[src/rtl/accPkg.sv]
package accPkg;
  localparam int DW = 8;

  typedef enum logic [1:0] {PH_IDLE, PH_FETCH, PH_DEFER, PH_EXEC} phase_t;

  typedef struct packed {
    logic start;
    logic capIr;
    logic capMb;
    logic wrBeat;
    logic endFetch;
    logic endDefer;
    logic endExec;
  } strobes_t;

  localparam logic [2:0] OP_AND = 3'd0;
  localparam logic [2:0] OP_TAD = 3'd1;
  localparam logic [2:0] OP_ISZ = 3'd2;
  localparam logic [2:0] OP_DCA = 3'd3;
  localparam logic [2:0] OP_JMS = 3'd4;
  localparam logic [2:0] OP_JMP = 3'd5;
  localparam logic [2:0] OP_OPR = 3'd6;
  localparam logic [2:0] OP_IO  = 3'd7;
endpackage

[src/rtl/accControl.sv]
module accControl
  import accPkg::*;
#(
  parameter int BEATS    = 24,
  parameter int CAP_BEAT = 2,
  parameter int WR_BEAT  = 3
) (
  input  logic          clk,
  input  logic          rstN,
  input  logic          runReq,
  input  logic          haltReq,
  input  logic [DW-1:0] ir,
  output phase_t        phase,
  output strobes_t      st
);
  localparam int BW = $clog2(BEATS);
  localparam logic [BW-1:0] LAST = BW'(BEATS - 1);
  localparam logic [BW-1:0] CAPB = BW'(CAP_BEAT);
  localparam logic [BW-1:0] WRB  = BW'(WR_BEAT);

  logic [BW-1:0] beat;
  logic lastBeat, memRef, indirect, hltOp;

  assign lastBeat = (beat == LAST);
  assign memRef   = (ir[7:5] <= OP_JMP);
  assign indirect = ir[4];
  assign hltOp    = (ir[7:5] == OP_OPR) && ir[4] && ir[0];

  always_comb begin
    st          = '0;
    st.start    = (phase == PH_IDLE) && runReq;
    st.capIr    = (phase == PH_FETCH) && (beat == CAPB);
    st.capMb    = ((phase == PH_DEFER) || (phase == PH_EXEC)) && (beat == CAPB);
    st.wrBeat   = (phase == PH_EXEC) && (beat == WRB);
    st.endFetch = (phase == PH_FETCH) && lastBeat;
    st.endDefer = (phase == PH_DEFER) && lastBeat;
    st.endExec  = (phase == PH_EXEC) && lastBeat;
  end

  always_ff @(posedge clk or negedge rstN) begin
    if (!rstN) begin
      phase <= PH_IDLE;
      beat  <= '0;
    end else if (phase == PH_IDLE) begin
      beat <= '0;
      if (runReq) phase <= PH_FETCH;
    end else begin
      beat <= lastBeat ? '0 : beat + 1'b1;
      if (lastBeat) begin
        case (phase)
          PH_FETCH: phase <= (memRef && indirect) ? PH_DEFER : PH_EXEC;
          PH_DEFER: phase <= PH_EXEC;
          PH_EXEC:  phase <= (haltReq || hltOp) ? PH_IDLE : PH_FETCH;
          default:  phase <= PH_IDLE;
        endcase
      end
    end
  end
endmodule

[src/rtl/accDatapath.sv]
module accDatapath
  import accPkg::*;
(
  input  logic          clk,
  input  logic          rstN,
  input  strobes_t      st,
  input  logic [DW-1:0] memRData,
  input  logic          ioFlag,
  input  logic [DW-1:0] ioRData,
  output logic [DW-1:0] memAddr,
  output logic [DW-1:0] memWData,
  output logic          memWe,
  output logic          ioStb,
  output logic [4:0]    ioCode,
  output logic [DW-1:0] acc,
  output logic [DW-1:0] ir
);
  localparam int PB = DW / 2;

  logic [DW-1:0] pc, ma, mb;
  logic [DW-1:0] acNext, pcNext, mbInc, oprAcc;
  logic [2:0]    op;
  logic          memRef, oprSkip;

  assign op      = ir[7:5];
  assign memRef  = (op <= OP_JMP);
  assign mbInc   = mb + 1'b1;
  assign memAddr = ma;
  assign ioCode  = ir[4:0];

  always_comb begin
    oprAcc = acc;
    if (ir[3]) oprAcc = '0;
    if (ir[2]) oprAcc = ~oprAcc;
    if (ir[1]) oprAcc = oprAcc + 1'b1;
    if (ir[0]) oprAcc = {oprAcc[DW-2:0], oprAcc[DW-1]};
    oprSkip = (ir[3] && ((acc == '0) || acc[DW-1])) || (ir[2] && (acc != '0));
  end

  always_comb begin
    acNext   = acc;
    pcNext   = pc;
    memWData = acc;
    case (op)
      OP_AND: acNext = acc & mb;
      OP_TAD: acNext = acc + mb;
      OP_ISZ: begin
        memWData = mbInc;
        if (mbInc == '0) pcNext = pc + 1'b1;
      end
      OP_DCA: acNext = '0;
      OP_JMS: begin
        memWData = pc;
        pcNext   = ma + 1'b1;
      end
      OP_JMP: pcNext = ma;
      OP_OPR: begin
        if (!ir[4]) acNext = oprAcc;
        else begin
          if (oprSkip) pcNext = pc + 1'b1;
          if (ir[1]) acNext = '0;
        end
      end
      default: begin
        if (ir[2] && ioFlag) pcNext = pc + 1'b1;
        if (!ir[4] && ir[1]) acNext = ioRData;
      end
    endcase
    memWe = st.wrBeat && ((op == OP_ISZ) || (op == OP_DCA) || (op == OP_JMS));
    ioStb = st.wrBeat && (op == OP_IO);
  end

  always_ff @(posedge clk or negedge rstN) begin
    if (!rstN) begin
      pc  <= '0;
      ma  <= '0;
      mb  <= '0;
      ir  <= '0;
      acc <= '0;
    end else begin
      if (st.start) ma <= pc;
      if (st.capIr) ir <= memRData;
      if (st.capMb) mb <= memRData;
      if (st.endFetch) begin
        pc <= pc + 1'b1;
        if (memRef) ma <= {pc[DW-1:PB], ir[PB-1:0]};
      end
      if (st.endDefer) ma <= mb;
      if (st.endExec) begin
        acc <= acNext;
        pc  <= pcNext;
        ma  <= pcNext;
      end
    end
  end
endmodule

[src/rtl/accCore.sv]
module accCore
  import accPkg::*;
#(
  parameter int BEATS = 24
) (
  input  logic       clk,
  input  logic       rstN,
  input  logic       runReq,
  input  logic       haltReq,
  input  logic [7:0] memRData,
  input  logic       ioFlag,
  input  logic [7:0] ioRData,
  output logic [7:0] memAddr,
  output logic [7:0] memWData,
  output logic       memWe,
  output logic       running,
  output logic       phFetch,
  output logic       phDefer,
  output logic       phExec,
  output logic       ioStb,
  output logic [4:0] ioCode,
  output logic [7:0] ioWData
);
  phase_t        phase;
  strobes_t      st;
  logic [DW-1:0] ir;

  accControl #(.BEATS(BEATS)) i_accControl (
    .clk(clk), .rstN(rstN), .runReq(runReq), .haltReq(haltReq),
    .ir(ir), .phase(phase), .st(st)
  );

  accDatapath i_accDatapath (
    .clk(clk), .rstN(rstN), .st(st), .memRData(memRData),
    .ioFlag(ioFlag), .ioRData(ioRData), .memAddr(memAddr),
    .memWData(memWData), .memWe(memWe), .ioStb(ioStb),
    .ioCode(ioCode), .acc(ioWData), .ir(ir)
  );

  assign running = (phase != PH_IDLE);
  assign phFetch = (phase == PH_FETCH);
  assign phDefer = (phase == PH_DEFER);
  assign phExec  = (phase == PH_EXEC);
endmodule

[config.mk]
export PLATFORM = sky130hd
export DESIGN_NAME = accCore
export DESIGN_NICKNAME = d
export VERILOG_FILES = /design/src/rtl/accPkg.sv /design/src/rtl/accControl.sv /design/src/rtl/accDatapath.sv /design/src/rtl/accCore.sv
export SDC_FILE = /design/constraint.sdc
export NUM_CORES = 1
export LEC_CHECK = 0
export ABC_AREA = 1
export BUFFER_PORTS_ARGS = -buffer_cell sky130_fd_sc_hd__buf_2
export CELL_PAD_IN_SITES_DETAIL_PLACEMENT = 1
export CELL_PAD_IN_SITES_GLOBAL_PLACEMENT = 2
export CORE_MARGIN = 2
export CORE_UTILIZATION = 29
export DETAILED_ROUTE_END_ITERATION = 6
export GPL_TIMING_DRIVEN = 0
export HOLD_SLACK_MARGIN = 0.15
export MAX_ROUTING_LAYER = met4
export PLACE_DENSITY = 0.75
export SETUP_SLACK_MARGIN = 0.1
export SYNTH_ARGS = -nofsm -noshare
export SYNTH_HDL_FRONTEND = slang
export SYNTH_SLANG_ARGS = --single-unit
[constraint.sdc]
create_clock -name clk -period 2.1 [get_ports clk]
set_input_delay 0.42 -clock clk [delete_from_list [all_inputs] [get_ports clk]]
set_output_delay 0.42 -clock clk [all_outputs]
set_load 0.05 [all_outputs]
==> qor.yml <==
floorplan:
  initial_util_pct: 29.55
  dieHeight_um: 122.7
  fp.dieArea_um2: 15060
  num_io_pins: 56
  die_w_um: 122.7
  core_um2: 13830
  row_count: 43
synthesis:
  portion_of_netlist_area_occupied_by_mux_cells_pct: 0.5511
  most_frequent_cell_after_synthesis: "sky130_fd_sc_hd__nand2_1"
  share_of_the_synthesized_area_in_compound_gates_ao_oa_aoi_oai_pct: 17.39
  syn_nets: 673
  number_of_synthesized_flops_with_an_enable_pin: 0
  yosys.area_share.adder_pct: 6.307
  synthDominantAreaCellType: "sky130_fd_sc_hd__dfrtp_1"
  syn-instance-count: 632
  synth_top_family_by_area: "simple AND/OR/NAND/NOR gates"
  postSynthRegisterBits: 47
  post_synth_cell_types: 38
  ys_top_cells_by_count: "sky130_fd_sc_hd__nand2_1 (182), sky130_fd_sc_hd__inv_1 (75), sky130_fd_sc_hd__nand3_1 (60)"
  netlist.area_leader.share_pct: 28.78
  share_of_synthesized_cell_area_in_and_or_nand_and_nor_gates_pct: 33.74
  synth.top_cells.by_area: "sky130_fd_sc_hd__dfrtp_1 (29%), sky130_fd_sc_hd__nand2_1 (17%), sky130_fd_sc_hd__nand3_1 (7.3%), sky130_fd_sc_hd__inv_1 (6.9%), sky130_fd_sc_hd__o21ai_0 (6.6%)"
  synth.yosys.seq_area_share_pct: 28.78
  synth_area_per_cell_um2: 6.466
  async_reset_ff_share_pct: 100.0
  syn_area_um2: 4086
  synth_flop_cell: "sky130_fd_sc_hd__dfrtp_1"
  synth_xor_area_share_pct: 3.644
  yosys_warnings: 0
global_routing:
  grt_util_all_layers_pct: 23.94
  grt_start_max_net_pins: 48
  first_global_vias: 4674
  first_pass_grt_wire_length_um: 26580
  globalRouteOverflowTotal: 0
  antenna_violations_before_repair: 0
critical_path:
  r2r_start: "i_accDatapath.mb[0]"
  nature_of_the_critical_path_startpoint: "register"
  reg2regPathDepth: 12
  worst-path-buf-inv: 4
  worst_setup_path_end_kind: "output port"
  setup.reg_to_reg.worst_slack_ns: -0.03
  crit_slowest_cell: "sky130_fd_sc_hd__dfrtp_2"
  cp_class: "register to output port"
  critical_path_arrival_ns: 1.94
  slowest_delay_ns: 0.46
  crit_required_ns: 1.68
  r2r-end: "i_accDatapath.acc[6]"
  path_delay_family: "buffers and inverters"
  worst-path-max-fanout: 6
  critical_path.startpoint: "i_accDatapath.ir[6]"
  crit_path_cell_trace: "nor2_4 -> inv_2 -> nor2_4 -> inv_2 -> buf_12 -> o211ai_1 -> buf_4"
power:
  comb_power_share_pct: 71.8
  power.share.clock_pct: 10.9
  p_leak_nw: 2.715
  switching_power_mw: 5.363
  ir_worst_vdd_v: 0.0009129
  total_power_density_per_cell_area_nw_per_um2: 1665
  cell_internal_pwr_mw: 4.475
  sw_frac_of_total_pct: 54.51
  overall_power_mw: 9.838
  seqPwrFrac_pct: 17.3
final_layout:
  syn_to_final_growth_pct: 44.58
  num-nets-final: 787
  fraction_of_final_layout_cells_sized_beyond_drive_strength_1_pct: 37.48
  diodes: 0
status:
  outcome: "complete, but fails checks"
  violated_checks: "setup timing"
clocking:
  later_pin_clock_latency_in_the_skew_report_ns: 0.30
  htreeDepth: 2
  clk_transition_reported_paths_ns: 0.07
  max_clock_buf_depth: 2
  number_of_clock_sinks_seen_by_cts: 47
  ctsRootBufferMaster: "sky130_fd_sc_hd__clkbuf_16"
  numCtsBuffers: 5
  tritoncts: "done"
timing:
  worst-slew-pin-transition_ns: 1.207
  clock_skew_ns: 0.008304
  fmax_mhz: 423.6
  number_of_hold_slack_violations_in_the_final_timing_report: 0
  period_needed_ns: 2.361
  finalWorstSetupSlack_ns: -0.2605
  report.final.setup_viol: 10
  rsz_0062_raised_after_global_routing: "true"
  number_of_slew_limit_violations_in_the_final_report: 0
  max_slew_margin_pct: 19.56
  final.hold.worst_slack_ns: 0.3492
  layout_worst_path_cycle_share_pct: 112.4
drt:
  detail_route.wirelength.met1_um: 8449
  wl_um: 17970
  route.detailed.vias_per_inst: 5.210
  avgRoutedWirePerCell_um: 19.39
  dr_wl_met3_um: 709
  vias: 4830
  antenna_violating_nets_post_route: 0
  top_layer: "met4"
  post-route-drc-count: 0
  wl_met2_um: 8490
  drt_iter0_drc: 242
  drt_first_pass_iters: 5
placed_design:
  dp_hpwl_um: 12960
  io_buffer_count: 55
  place_congestion: 0.8669
job:
  cap_violations: 0
hold_path:
  timing.hold.worst.class: "input port to asynchronous set/reset pin"
==> state kept, by name (all words and copies together), names as in the netlist <==
signal and cells:
i_accControl.phase 2, i_accDatapath.memAddr 8, i_accDatapath.mb 8, i_accDatapath.ir 8, i_accDatapath.pc 8, i_accControl.beat 5, i_accDatapath.acc 8
==> worst max path at each step <==
stage                           end  cells past startpoint
2_1_floorplan           memWData[1]                      6
3_3_place_gp   i_accDatapath.acc[5]                     16
3_5_place_dp    i_accDatapath.pc[0]                     11
4_1_cts                 memWData[3]                      7
5_1_grt                 memWData[5]                      8
6_report                memWData[3]                      7
==> power by group through the flow <==
stage / sequential (mW) / clock, mW / combinational (mW)
2_1_floorplan: 1.70 / 0 / 3.69
3_3_place_gp: 1.68 / 0 / 5.03
3_5_place_dp: 1.69 / 0 / 5.16
4_1_cts: 1.64 / 1.09 / 5.77
5_1_grt: 1.74 / 1.12 / 7.66
6_report: 1.70 / 1.07 / 7.06
==> area by class of cell <==
| class | count | area, µm² |
|---|---|---|
| tap | 180 | 225.2 |
| clock buffer | 5 | 125.1 |
| buffer | 15 | 123.9 |
| timing repair buffer | 107 | 774.5 |
| fill | 1743 | 7919 |
| clock inverter | 3 | 67.56 |
| multi-input combinational | 488 | 3077 |
| sequential | 47 | 1195 |
| inverter | 82 | 320.3 |
==> what timing repair did <==
item / CTS / global route
setup endpoints to repair: 34 / 49
hold buffers: 0 / 0
pin swaps: 10 / 60
setup buffers: 14 / 38
gates resized for setup: 56 / 139
gates cloned: 0 / 0
==> layout by cell type, fill, tap and decap left out, types with 3 or more instances in the layout <==
cell type / instances
sky130_fd_sc_hd__buf_6: 12
sky130_fd_sc_hd__dfrtp_2: 15
sky130_fd_sc_hd__or2_2: 3
sky130_fd_sc_hd__nand3_2: 13
sky130_fd_sc_hd__inv_2: 14
sky130_fd_sc_hd__buf_2: 44
sky130_fd_sc_hd__nand4_1: 9
sky130_fd_sc_hd__nand2_2: 33
sky130_fd_sc_hd__buf_12: 3
sky130_fd_sc_hd__buf_8: 3
sky130_fd_sc_hd__o221ai_4: 3
sky130_fd_sc_hd__o21ai_0: 43
sky130_fd_sc_hd__clkbuf_16: 5
sky130_fd_sc_hd__nor2_2: 14
sky130_fd_sc_hd__nand3_1: 46
sky130_fd_sc_hd__o211ai_1: 8
sky130_fd_sc_hd__nor2_4: 10
sky130_fd_sc_hd__ha_1: 9
sky130_fd_sc_hd__a21oi_2: 6
sky130_fd_sc_hd__o21ai_1: 11
sky130_fd_sc_hd__a21oi_1: 42
sky130_fd_sc_hd__xor2_1: 14
sky130_fd_sc_hd__inv_1: 63
sky130_fd_sc_hd__ha_4: 8
sky130_fd_sc_hd__nor3_1: 4
sky130_fd_sc_hd__dfrtp_1: 32
sky130_fd_sc_hd__clkbuf_2: 5
sky130_fd_sc_hd__nor2_1: 30
sky130_fd_sc_hd__nand2_4: 4
sky130_fd_sc_hd__clkinvlp_4: 3
sky130_fd_sc_hd__nand2_1: 147
sky130_fd_sc_hd__buf_4: 54
==> cell families after synthesis <==
| family | Yosys count |
|---|---|
| buf+inv | 97 |
| simple gates | 321 |
| fa+ha+maj | 20 |
| flops | 47 |
| mux | 2 |
| compound gates | 128 |
| xor+xnor | 17 |
==> per-stage QoR <==
step	utilization, %	setup WS (ns)	std cells	TNS [ns]	cell area [µm²]
2_1_floorplan	-	-0.1103	632	-0.2061	4151
5_1_grt	42.73	-0.3099	927	-2.807	5908
3_5_place_dp	33.64	-0.4150	867	-7.863	4652
4_1_cts	37.17	-0.2763	889	-3.543	5140
6_report	42.73	-0.2605	927	-1.895	5908
3_3_place_gp	33.64	-0.3520	867	-6.114	4652
==> worst reg2reg max path: stages, from the launching register on <==
cell	delay (ns)
sky130_fd_sc_hd__dfrtp_2	0.45
sky130_fd_sc_hd__buf_8	0.15
sky130_fd_sc_hd__ha_4	0.17
sky130_fd_sc_hd__fa_2	0.39
sky130_fd_sc_hd__nand3_2	0.09
sky130_fd_sc_hd__nand2_2	0.05
sky130_fd_sc_hd__nand2_2	0.08
sky130_fd_sc_hd__nand2_2	0.06
sky130_fd_sc_hd__a21oi_2	0.16
sky130_fd_sc_hd__xor2_1	0.18
sky130_fd_sc_hd__o211ai_1	0.12
sky130_fd_sc_hd__nand2_1	0.08
sky130_fd_sc_hd__nand2_1	0.06
==> metal layers <==
metal	up-vias	global-route usage (%)
met3	23	2.788
met5	-	-
met1	2394	33.96
met4	0	5.532
li1	2309	-
met2	104	36.40
Power figures use the tool's default switching activity.
